### src/rtl/hpt_pkg.sv
package hpt_pkg;
   // Segment size code carried on seg_1t
   typedef enum logic {
      SEG_256M = 1'b0,
      SEG_1T   = 1'b1
   } seg_e;

   localparam int PAGE_LSB_D  = 12;  // VPN unit: 4 KiB
   localparam int SEG_SH_S_D  = 28;  // 256 MB segment
   localparam int SEG_SH_L_D  = 40;  // 1 TB segment
   localparam int FOLD_SH_D   = 25;  // self-fold of the 1 TB segment id
   localparam int GROUP_LG2_D = 7;   // 8 entries x 16 bytes
endpackage

### src/rtl/hpt_vpn_form.sv
module hpt_vpn_form #(
   parameter int EA_W     = 64,
   parameter int VSID_W   = 37,
   parameter int VPN_W    = 64,
   parameter int PAGE_LSB = hpt_pkg::PAGE_LSB_D,
   parameter int SEG_SH_S = hpt_pkg::SEG_SH_S_D,
   parameter int SEG_SH_L = hpt_pkg::SEG_SH_L_D
) (
   input  logic [EA_W-1:0]   ea,
   input  logic [VSID_W-1:0] vsid,
   input  hpt_pkg::seg_e     seg,
   output logic [VPN_W-1:0]  vpn
);
   localparam int KS = SEG_SH_S - PAGE_LSB;
   localparam int KL = SEG_SH_L - PAGE_LSB;
   localparam logic [VPN_W-1:0] MSK_S = (VPN_W'(1) << KS) - VPN_W'(1);
   localparam logic [VPN_W-1:0] MSK_L = (VPN_W'(1) << KL) - VPN_W'(1);

   logic [VPN_W-1:0] page_idx;
   logic [VPN_W-1:0] vsid_ext;
   logic [VPN_W-1:0] vpn_s;
   logic [VPN_W-1:0] vpn_l;

   assign page_idx = VPN_W'(ea >> PAGE_LSB);
   assign vsid_ext = VPN_W'(vsid);

   // segment id above the in-segment page index
   assign vpn_s = (vsid_ext << KS) | (page_idx & MSK_S);
   assign vpn_l = (vsid_ext << KL) | (page_idx & MSK_L);
   assign vpn   = (seg == hpt_pkg::SEG_1T) ? vpn_l : vpn_s;
endmodule

### src/rtl/hpt_hash_mix.sv
module hpt_hash_mix #(
   parameter int VPN_W    = 64,
   parameter int HASH_W   = 39,
   parameter int PS_W     = 6,
   parameter int PAGE_LSB = hpt_pkg::PAGE_LSB_D,
   parameter int SEG_SH_S = hpt_pkg::SEG_SH_S_D,
   parameter int SEG_SH_L = hpt_pkg::SEG_SH_L_D,
   parameter int FOLD_SH  = hpt_pkg::FOLD_SH_D
) (
   input  logic [VPN_W-1:0]  vpn,
   input  hpt_pkg::seg_e     seg,
   input  logic [PS_W-1:0]   pshift,
   output logic [HASH_W-1:0] hash,
   output logic              bad_shift
);
   localparam int KS = SEG_SH_S - PAGE_LSB;
   localparam int KL = SEG_SH_L - PAGE_LSB;
   localparam logic [VPN_W-1:0] MSK_S = (VPN_W'(1) << KS) - VPN_W'(1);
   localparam logic [VPN_W-1:0] MSK_L = (VPN_W'(1) << KL) - VPN_W'(1);

   logic [PS_W-1:0]  dsh;
   logic [VPN_W-1:0] mix_s;
   logic [VPN_W-1:0] seg_id_l;
   logic [VPN_W-1:0] fold_l;
   logic [VPN_W-1:0] mix_l;
   logic [VPN_W-1:0] mix;

   // shifts below the VPN unit are illegal
   assign bad_shift = pshift < PS_W'(PAGE_LSB);
   assign dsh       = pshift - PS_W'(PAGE_LSB);

   // small segment
   assign mix_s = (vpn >> KS) ^ ((vpn & MSK_S) >> dsh);

   // large segment, id folded onto itself first
   assign seg_id_l = vpn >> KL;
   generate
      if (FOLD_SH > 0) begin : g_fold
         assign fold_l = seg_id_l << FOLD_SH;
      end else begin : g_nofold
         assign fold_l = '0;
      end
   endgenerate
   assign mix_l = seg_id_l ^ fold_l ^ ((vpn & MSK_L) >> dsh);

   assign mix  = (seg == hpt_pkg::SEG_1T) ? mix_l : mix_s;
   // keep the low HASH_W bits only
   assign hash = HASH_W'(mix);
endmodule

### src/rtl/hpt_group_sel.sv
module hpt_group_sel #(
   parameter int HASH_W = 39
) (
   input  logic [HASH_W-1:0] hash,
   input  logic [HASH_W-1:0] tab_mask,
   output logic [HASH_W-1:0] grp_pri,
   output logic [HASH_W-1:0] grp_sec
);
   // primary and complement group numbers
   assign grp_pri = hash & tab_mask;
   assign grp_sec = ~hash & tab_mask;
endmodule

### src/rtl/hpt_index_gen.sv
module hpt_index_gen #(
   parameter int EA_W     = 64,
   parameter int VSID_W   = 37,
   parameter int VPN_W    = 64,
   parameter int HASH_W   = 39,
   parameter int PS_W     = 6,
   parameter int PAGE_LSB = hpt_pkg::PAGE_LSB_D,
   parameter int SEG_SH_S = hpt_pkg::SEG_SH_S_D,
   parameter int SEG_SH_L = hpt_pkg::SEG_SH_L_D,
   parameter int FOLD_SH  = hpt_pkg::FOLD_SH_D
) (
   input  logic              clk,
   input  logic              rst_n,
   input  logic              in_valid,
   output logic              in_ready,
   input  logic [EA_W-1:0]   ea,
   input  logic [VSID_W-1:0] vsid,
   input  logic              seg_1t,
   input  logic [PS_W-1:0]   page_shift,
   input  logic [HASH_W-1:0] tab_mask,
   output logic              out_valid,
   input  logic              out_ready,
   output logic [VPN_W-1:0]  vpn,
   output logic [HASH_W-1:0] hash,
   output logic [HASH_W-1:0] grp_pri,
   output logic [HASH_W-1:0] grp_sec,
   output logic              shift_err
);
   // Elaboration-time parameter checks
   generate
      if (SEG_SH_S <= PAGE_LSB || SEG_SH_L <= SEG_SH_S) begin : g_bad_seg
         $error("segment shifts must exceed the page unit and be ordered");
      end
      if (VPN_W < VSID_W || VPN_W < EA_W - PAGE_LSB) begin : g_bad_vpn
         $error("VPN_W too narrow for the identifier or address");
      end
      if (HASH_W > VPN_W) begin : g_bad_hash
         $error("HASH_W must not exceed VPN_W");
      end
      if ((1 << PS_W) <= SEG_SH_L) begin : g_bad_ps
         $error("PS_W cannot express a full segment shift");
      end
   endgenerate

   // Stage 1 registers
   logic               s1_v;
   logic [VPN_W-1:0]   s1_vpn;
   hpt_pkg::seg_e      s1_seg;
   logic [PS_W-1:0]    s1_ps;
   logic [HASH_W-1:0]  s1_mask;

   // Combinational pieces
   logic [VPN_W-1:0]   vpn_c;
   logic [HASH_W-1:0]  hash_c;
   logic               bad_c;
   logic [HASH_W-1:0]  pri_c;
   logic [HASH_W-1:0]  sec_c;
   logic               adv;

   // whole pipe advances when the output slot is free or drains
   assign adv      = !out_valid || out_ready;
   assign in_ready = adv;

   hpt_vpn_form #(
      .EA_W(EA_W), .VSID_W(VSID_W), .VPN_W(VPN_W),
      .PAGE_LSB(PAGE_LSB), .SEG_SH_S(SEG_SH_S), .SEG_SH_L(SEG_SH_L)
   ) u_vpn (
      .ea   (ea),
      .vsid (vsid),
      .seg  (hpt_pkg::seg_e'(seg_1t)),
      .vpn  (vpn_c)
   );

   always_ff @(posedge clk or negedge rst_n) begin
      if (!rst_n) begin
         s1_v    <= 1'b0;
         s1_vpn  <= '0;
         s1_seg  <= hpt_pkg::SEG_256M;
         s1_ps   <= '0;
         s1_mask <= '0;
      end else if (adv) begin
         s1_v    <= in_valid;
         s1_vpn  <= vpn_c;
         s1_seg  <= hpt_pkg::seg_e'(seg_1t);
         s1_ps   <= page_shift;
         s1_mask <= tab_mask;
      end
   end

   hpt_hash_mix #(
      .VPN_W(VPN_W), .HASH_W(HASH_W), .PS_W(PS_W), .PAGE_LSB(PAGE_LSB),
      .SEG_SH_S(SEG_SH_S), .SEG_SH_L(SEG_SH_L), .FOLD_SH(FOLD_SH)
   ) u_mix (
      .vpn       (s1_vpn),
      .seg       (s1_seg),
      .pshift    (s1_ps),
      .hash      (hash_c),
      .bad_shift (bad_c)
   );

   hpt_group_sel #(.HASH_W(HASH_W)) u_grp (
      .hash     (hash_c),
      .tab_mask (s1_mask),
      .grp_pri  (pri_c),
      .grp_sec  (sec_c)
   );

   // Stage 2 registers; R7 zeroes every index on an illegal shift
   always_ff @(posedge clk or negedge rst_n) begin
      if (!rst_n) begin
         out_valid <= 1'b0;
         vpn       <= '0;
         hash      <= '0;
         grp_pri   <= '0;
         grp_sec   <= '0;
         shift_err <= 1'b0;
      end else if (adv) begin
         out_valid <= s1_v;
         shift_err <= bad_c;
         vpn       <= bad_c ? '0 : s1_vpn;
         hash      <= bad_c ? '0 : hash_c;
         grp_pri   <= bad_c ? '0 : pri_c;
         grp_sec   <= bad_c ? '0 : sec_c;
      end
   end
endmodule

### config.mk
export PLATFORM = sky130hd
export DESIGN_NAME = hpt_index_gen
export DESIGN_NICKNAME = d
export VERILOG_FILES = /design/src/rtl/hpt_pkg.sv /design/src/rtl/hpt_vpn_form.sv /design/src/rtl/hpt_hash_mix.sv /design/src/rtl/hpt_group_sel.sv /design/src/rtl/hpt_index_gen.sv
export SDC_FILE = /design/constraint.sdc
export NUM_CORES = 1
export LEC_CHECK = 0
export BUFFER_PORTS_ARGS = -buffer_cell sky130_fd_sc_hd__buf_2
export CORE_UTILIZATION = 39
export CTS_BUF_LIST = sky130_fd_sc_hd__clkbuf_8
export DETAILED_ROUTE_END_ITERATION = 7
export GPL_TIMING_DRIVEN = 0
export PLACE_DENSITY = 0.68
export SKIP_LAST_GASP = 1
export SLEW_MARGIN = 20
export SYNTH_ARGS = -nofsm -noshare
export SYNTH_HDL_FRONTEND = slang
export SYNTH_SLANG_ARGS = --single-unit
export TNS_END_PERCENT = 100
### constraint.sdc
create_clock -name clk -period 3.23 [get_ports clk]
set_input_delay 0.969 -clock clk [delete_from_list [all_inputs] [get_ports clk]]
set_output_delay 0.969 -clock clk [all_outputs]
set_load 0.1 [all_outputs]
==> run_results.csv, run 1 <==
group,metric,value,unit
status,status,"finished, final reports clean",
power_and_ir_drop,total_power,15.7,mW
final_layout,final_cell_mix,"nand2_1 (384), buf_2 (313), dfrtp_1 (294)",
timing,fmax,312,MHz
worst_setup_path,start_kind,"input pin",
worst_setup_path,rrSetupSlack,0.08,ns
drt,wl,50000,um
placement,gp_congestion,0.970,
cts,clock_path_buffers,3,
final_layout,drive_gt1_frac,0.256,
final_layout,final_common_cell,"nand2_1",
cts,cts_inserted_buffers,49,
global_route,grt.overflow.total,0,
final_layout,fill_cells,3352,
timing,whs,0.276,ns
logic_synthesis,synth_top_area_frac,0.528,
logic_synthesis,async_reset_ff_frac,1.00,
logic_synthesis,synth_edf_count,0,
timing,hold_violations,0,
logic_synthesis,synth_cells,1377,
worst_setup_path,r2r-start,"s1_ps[2]",
drt,firstDrtPassIters,5,
drt,vias,12200,
timing,final-setup-viol-count,0,
timing,post-route-min-period,3.20,ns
power_and_ir_drop,power_density,918,nW/um2
drt,wl_per_cell,22.6,um
die,die_w,191,um
power_and_ir_drop,power.static_leakage,8.42,nW
die,fp.coreArea,34900,um2
power_and_ir_drop,vdd_ir_drop_max,0.000865,V
cts,clkTransAtPathRegs,0.06,ns
worst_setup_path,timing.rr.end,"grp_sec[7]",
cts,clk_latency,0.60,ns
worst_setup_path,cp_max_fo,10,
placement,post-place-ws,-0.770,ns
worst_hold_path,hold_path.class,"input pin to async pin",
timing,slew_violations,0,
final_layout,diodes,0,
global_route,antenna_found_initial,1,
worst_setup_path,cp.required,2.26,ns
global_route,grt_max_degree,98,
die,io_pins,335,
worst_setup_path,crit_start,"out_ready",
drt,ant_nets,0,
worst_setup_path,endpoint,"in_ready",
cts,cts_num_sinks,294,
placement,port_buffers,297,
worst_setup_path,crit_path_end_kind,"output pin",
global_route,grt_pass1_vias,11900,
global_route,grt_pass1_wl,74500,um
timing,rsz0062_at_grt,"true",
drt,remaining_drc_errors,0,
die,die_area,36500,um2
cts,post_cts_buffers,0,
logic_synthesis,ys_ff_latch,294,
cts,ctsHtreeMaxLevel,2,
final_layout,area_growth_syn_to_layout,22.4,%
die,die_h,191,um
drt,drtIter0Drc,973,
placement,dp.final_hpwl,37400,um
timing,skew,0.0463,ns
die,start_util,0.399,
drt,via_per_inst,5.52,
final_layout,post-route-util,0.489,
cts,cts_tree,"built",
logic_synthesis,yosys_warnings,0,
cts,cts-root-buf,"clkbuf_8",
cts,post_cts_resize_count,7,
final_layout,nets,1879,
worst_setup_path,path_class,"input pin to output pin",
timing,worstMarginPinSlew,1.01,ns
logic_synthesis,syn_area,13900,um2
worst_setup_path,arrival,2.23,ns
logic_synthesis,synth_nets,1529,
worst_setup_path,r2r_cells,9,
logic_synthesis,synth_ff_type,"dfrtp_1",
global_route,track_usage,0.273,
timing,slew_headroom,0.325,
logic_synthesis,synth_area_leaders,"dfrtp_1 (53%), nand2_1 (10%), mux2i_1 (6.4%), o21ai_0 (4.8%), a22o_1 (4.3%)",
logic_synthesis,avgSynthCellArea,10.1,um2
logic_synthesis,synth_cell_type_count,64,
timing,setup-tns-final,0,ns
timing,fin_crit_sh,0.992,
run,maxCapViolations,0,
timing,fin_ws,0.0272,ns
cts,ctsHoldBuffers,0,
logic_synthesis,synth_top_area_cell,"dfrtp_1",
die,rows,68,
logic_synthesis,ys_seq_area_frac,0.528,
==> critical path, stage by stage <==
cell and delay [ns]:
buf_2 0.12, nor2b_1 0.11, clkbuf_2 0.24, clkinv_2 0.21, clkbuf_2 0.25, buf_2 0.33
==> logic make-up after synthesis <==
| kind of cell | Yosys count | synth area share |
|---|---|---|
| AO/OA/AOI/OAI | 322 | 0.160 |
| XOR/XNOR | 56 | 0.0352 |
| adder cells (fa/ha/maj) | 1 | 0.000898 |
| buffers and inverters | 118 | 0.0361 |
| flip-flops | 294 | 0.528 |
| multiplexers | 122 | 0.104 |
| AND/OR/NAND/NOR | 464 | 0.136 |
==> through the flow <==
stage / area, um2 / cells
2_1_floorplan: 13900 / 1377
3_3_place_gp: 16000 / 2129
3_5_place_dp: 16100 / 2132
4_1_cts: 17000 / 2213
5_1_grt: 17100 / 2212
6_report: 17100 / 2212
==> layer usage <==
metal,GRT usage,vias to the layer above,part of all wire
li1,-,5544,-
met1,0.366,6033,0.42
met2,0.447,542,0.48
met3,0.0453,90,0.072
met4,0.0920,0,0.030
met5,0,-,0
==> layout make-up <==
class,instances,area (um2),area share
clock buffers,58,798,0.0468
flip-flops and latches,294,7360,0.431
plain buffers,111,480,0.0282
inverters,6,25.0,0.00147
clock inverters,23,141,0.00829
well taps,455,569,0.0334
multi-input cells,965,6110,0.358
repair buffers,300,1580,0.0926
==> worst min-delay path by stage <==
stage / from / to / slack [ns] / depth (start not counted)
6_report: rst_n / grp_pri[32] / 0.28 / 1
5_1_grt: rst_n / grp_pri[32] / 0.28 / 1
4_1_cts: rst_n / grp_pri[32] / 0.25 / 1
3_5_place_dp: s1_v / out_valid / 0.46 / 1
3_3_place_gp: s1_v / out_valid / 0.45 / 1
2_1_floorplan: s1_v / s1_v / 0.43 / 2
==> synth_stat cells (2+ instances only) <==
master and count:
mux4_1 3, mux4_2 12, mux2_2 18, xnor2_1 30, o2bb2ai_1 4, a21o_1 2
nor3_1 11, buf_6 4, o21ai_0 133, a32oi_1 2, nand2_1 384, dfrtp_1 294
clkinv_1 2, o21ai_1 3, o22ai_1 22, a222oi_1 2, mux2i_1 89, xor2_1 26
nand3_1 14, nor2b_1 6, a221oi_1 4, o221ai_1 3, o211ai_1 5, nor2_1 21
or2_2 7, a22o_1 68, clkbuf_1 77, a21oi_1 17, nand2b_1 8, buf_2 17
buf_1 11, a22oi_1 5, buf_4 2, inv_1 3, nand4_1 2, a32o_1 38
==> sequential cells by signal, summed over array words and instances, names as in the netlist <==
register / cells
s1_vpn: 64
vpn: 64
grp_pri: 39
grp_sec: 39
hash: 39
s1_mask: 39
s1_ps: 6
out_valid: 1
s1_seg: 1
s1_v: 1
shift_err: 1
==> report_power, final <==
group          internal [mW]  total [mW]  switching (mW)  leakage, nW
sequential              4.39        4.95           0.557         3.71
clock                   1.71        3.24            1.53        0.533
combinational           1.43        7.47            6.04         4.17
total                   7.53        15.7            8.12         8.42
Power figures use the tool's default switching activity.
==> run 2, diff against run 1 <==
--- a/config.mk
+++ b/config.mk
@@ -5,12 +5,14 @@
 export SDC_FILE = /design/constraint.sdc
 export NUM_CORES = 1
 export LEC_CHECK = 0
+export ABC_CLOCK_PERIOD_IN_PS = 3230
 export BUFFER_PORTS_ARGS = -buffer_cell sky130_fd_sc_hd__buf_2
 export CORE_UTILIZATION = 39
 export CTS_BUF_LIST = sky130_fd_sc_hd__clkbuf_8
 export DETAILED_ROUTE_END_ITERATION = 7
 export GPL_TIMING_DRIVEN = 0
 export PLACE_DENSITY = 0.68
+export SETUP_SLACK_MARGIN = 0.15
 export SKIP_LAST_GASP = 1
 export SLEW_MARGIN = 20
 export SYNTH_ARGS = -nofsm -noshare
==> run 2 against run 1 <==
Against the previous run:
- first-iteration DRC count rose by 2.2%
- sequential share of layout area is 0.14 points lower
- via count is 0.20% higher
- combinational power hardly changed
==> run_results.csv, run 2 (synthesis results as in run 1) <==
group,metric,value,unit
status,status,"finished, final reports clean",
global_route,track_usage,0.273,
final_layout,top_regs,"s1_vpn: 64 flops, vpn: 64 flops",
worst_setup_path,cp.required,2.26,ns
worst_setup_path,r2r_cells,9,
final_layout,final_common_cell,"nand2_1",
die,fp.coreArea,34900,um2
placement,dp.cells,2132,
cts,cts-root-buf,"clkbuf_8",
power_and_ir_drop,power.static_leakage,8.45,nW
timing,worstMarginPinSlew,0.858,ns
final_layout,final_cell_mix,"nand2_1 (384), buf_2 (312), dfrtp_1 (294)",
die,start_util,0.399,
worst_setup_path,arrival,2.05,ns
placement,port_buffers,297,
worst_setup_path,start_kind,"input pin",
global_route,antenna_found_initial,0,
die,die_h,191,um
global_route,grt_pass1_wl,74500,um
worst_setup_path,path_class,"input pin to output pin",
die,die_w,191,um
placement,gp_congestion,0.970,
timing,skew,0.0470,ns
worst_setup_path,r2r-start,"s1_ps[2]",
drt,ant_nets,0,
worst_setup_path,crit_path_end_kind,"output pin",
worst_setup_path,rrSetupSlack,0.23,ns
worst_setup_path,timing.rr.end,"grp_sec[11]",
final_layout,drive_gt1_frac,0.260,
final_layout,diodes,0,
global_route,grt.overflow.total,0,
timing,fin_crit_sh,0.933,
die,die_area,36500,um2
drt,remaining_drc_errors,0,
timing,fmax,332,MHz
timing,setup-tns-final,0,ns
cts,clock_path_buffers,3,
final_layout,area_growth_syn_to_layout,22.8,%
cts,cts_tree,"built",
power_and_ir_drop,power_density,916,nW/um2
final_layout,nets,1881,
placement,post_dp_cell_area,16100,um2
drt,wl,49900,um
timing,slew_violations,0,
die,io_pins,335,
worst_hold_path,hold_path.class,"input pin to async pin",
run,maxCapViolations,0,
drt,firstDrtPassIters,5,
die,rows,68,
timing,post-route-min-period,3.01,ns
drt,vias,12200,
drt,drtIter0Drc,994,
worst_setup_path,cp_max_fo,10,
cts,clkTransAtPathRegs,0.06,ns
final_layout,stdcell_count,2214,
timing,hold_violations,0,
cts,clk_latency,0.60,ns
placement,dp.final_hpwl,37400,um
timing,rsz0062_at_grt,"false",
global_route,grt_pass1_vias,12000,
cts,cts_inserted_buffers,49,
power_and_ir_drop,vdd_ir_drop_max,0.000865,V
cts,ctsHtreeMaxLevel,2,
timing,final-setup-viol-count,0,
cts,cts_num_sinks,294,
timing,slew_headroom,0.428,
global_route,grt_max_degree,98,
drt,wl_per_cell,22.6,um
drt,via_per_inst,5.53,
final_layout,design_area,17100,um2
timing,whs,0.276,ns
-- run 2: changes by cell type in the layout (fill, tap and decap cells not counted) --
cell             change
clkbuf_2             +5
mux2i_4              +1
clkbuf_1             -6
clkinv_2             -2
a211oi_2             -1
buf_2                -1
inv_4                +2
mux2i_2              +1
clkbuf_4             +1
buf_4                +2
mux2i_1              -2
clkdlybuf4s15_1      +1
a211oi_4             +1
-- run 2: through the flow --
step           utilization  setup WS (ns)  power, mW
2_1_floorplan            -          0.355       10.6
3_3_place_gp         0.458          -4.14       12.3
3_5_place_dp         0.461         -0.770       12.4
4_1_cts              0.490          0.103       15.7
5_1_grt              0.491          0.156       16.3
6_report             0.491          0.216       15.7
-- run 2: critical path, stage by stage --
cell and delay, ns:
buf_2 0.10, nor2b_1 0.05, clkbuf_2 0.19, inv_4 0.15, buf_2 0.25, buf_4 0.33
-- run 2: worst max-delay path by stage --
stage	from	to	slack, ns
2_1_floorplan	out_valid	in_ready	0.36
3_3_place_gp	rst_n	s1_mask[1]	-4.14
3_5_place_dp	out_ready	s1_vpn[27]	-0.77
4_1_cts	out_ready	in_ready	0.10
5_1_grt	s1_ps[2]	grp_sec[6]	0.16
6_report	out_ready	in_ready	0.22
-- run 2: cell type report --
class	count	area [um2]
clock buffers	58	798
fillers	3352	17800
well taps	455	569
multi-input cells	965	6130
inverters	6	27.5
plain buffers	112	500
clock inverters	23	141
flip-flops and latches	294	7360
repair buffers	301	1590
-- run 2: where the power goes --
group,internal [mW],total (mW),switching [mW]
logic,1.45,7.50,6.05
clock network,1.71,3.23,1.52
registers,4.39,4.95,0.558
-- run 2: what timing repair did --
| item | 4_1_cts | 5_1_grt |
|---|---|---|
| hold buffers | 0 | 0 |
| buffers inserted | 1 | 0 |
| setup endpoints to repair | 111 | 57 |
| gates cloned | 0 | 0 |
| gates resized for setup | 14 | 21 |
-- run 2: routing by layer --
metal | share of wire | track usage
met1 | 0.42 | 0.363
met3 | 0.069 | 0.0496
met5 | 0 | 0
met4 | 0.033 | 0.0985
met2 | 0.47 | 0.444
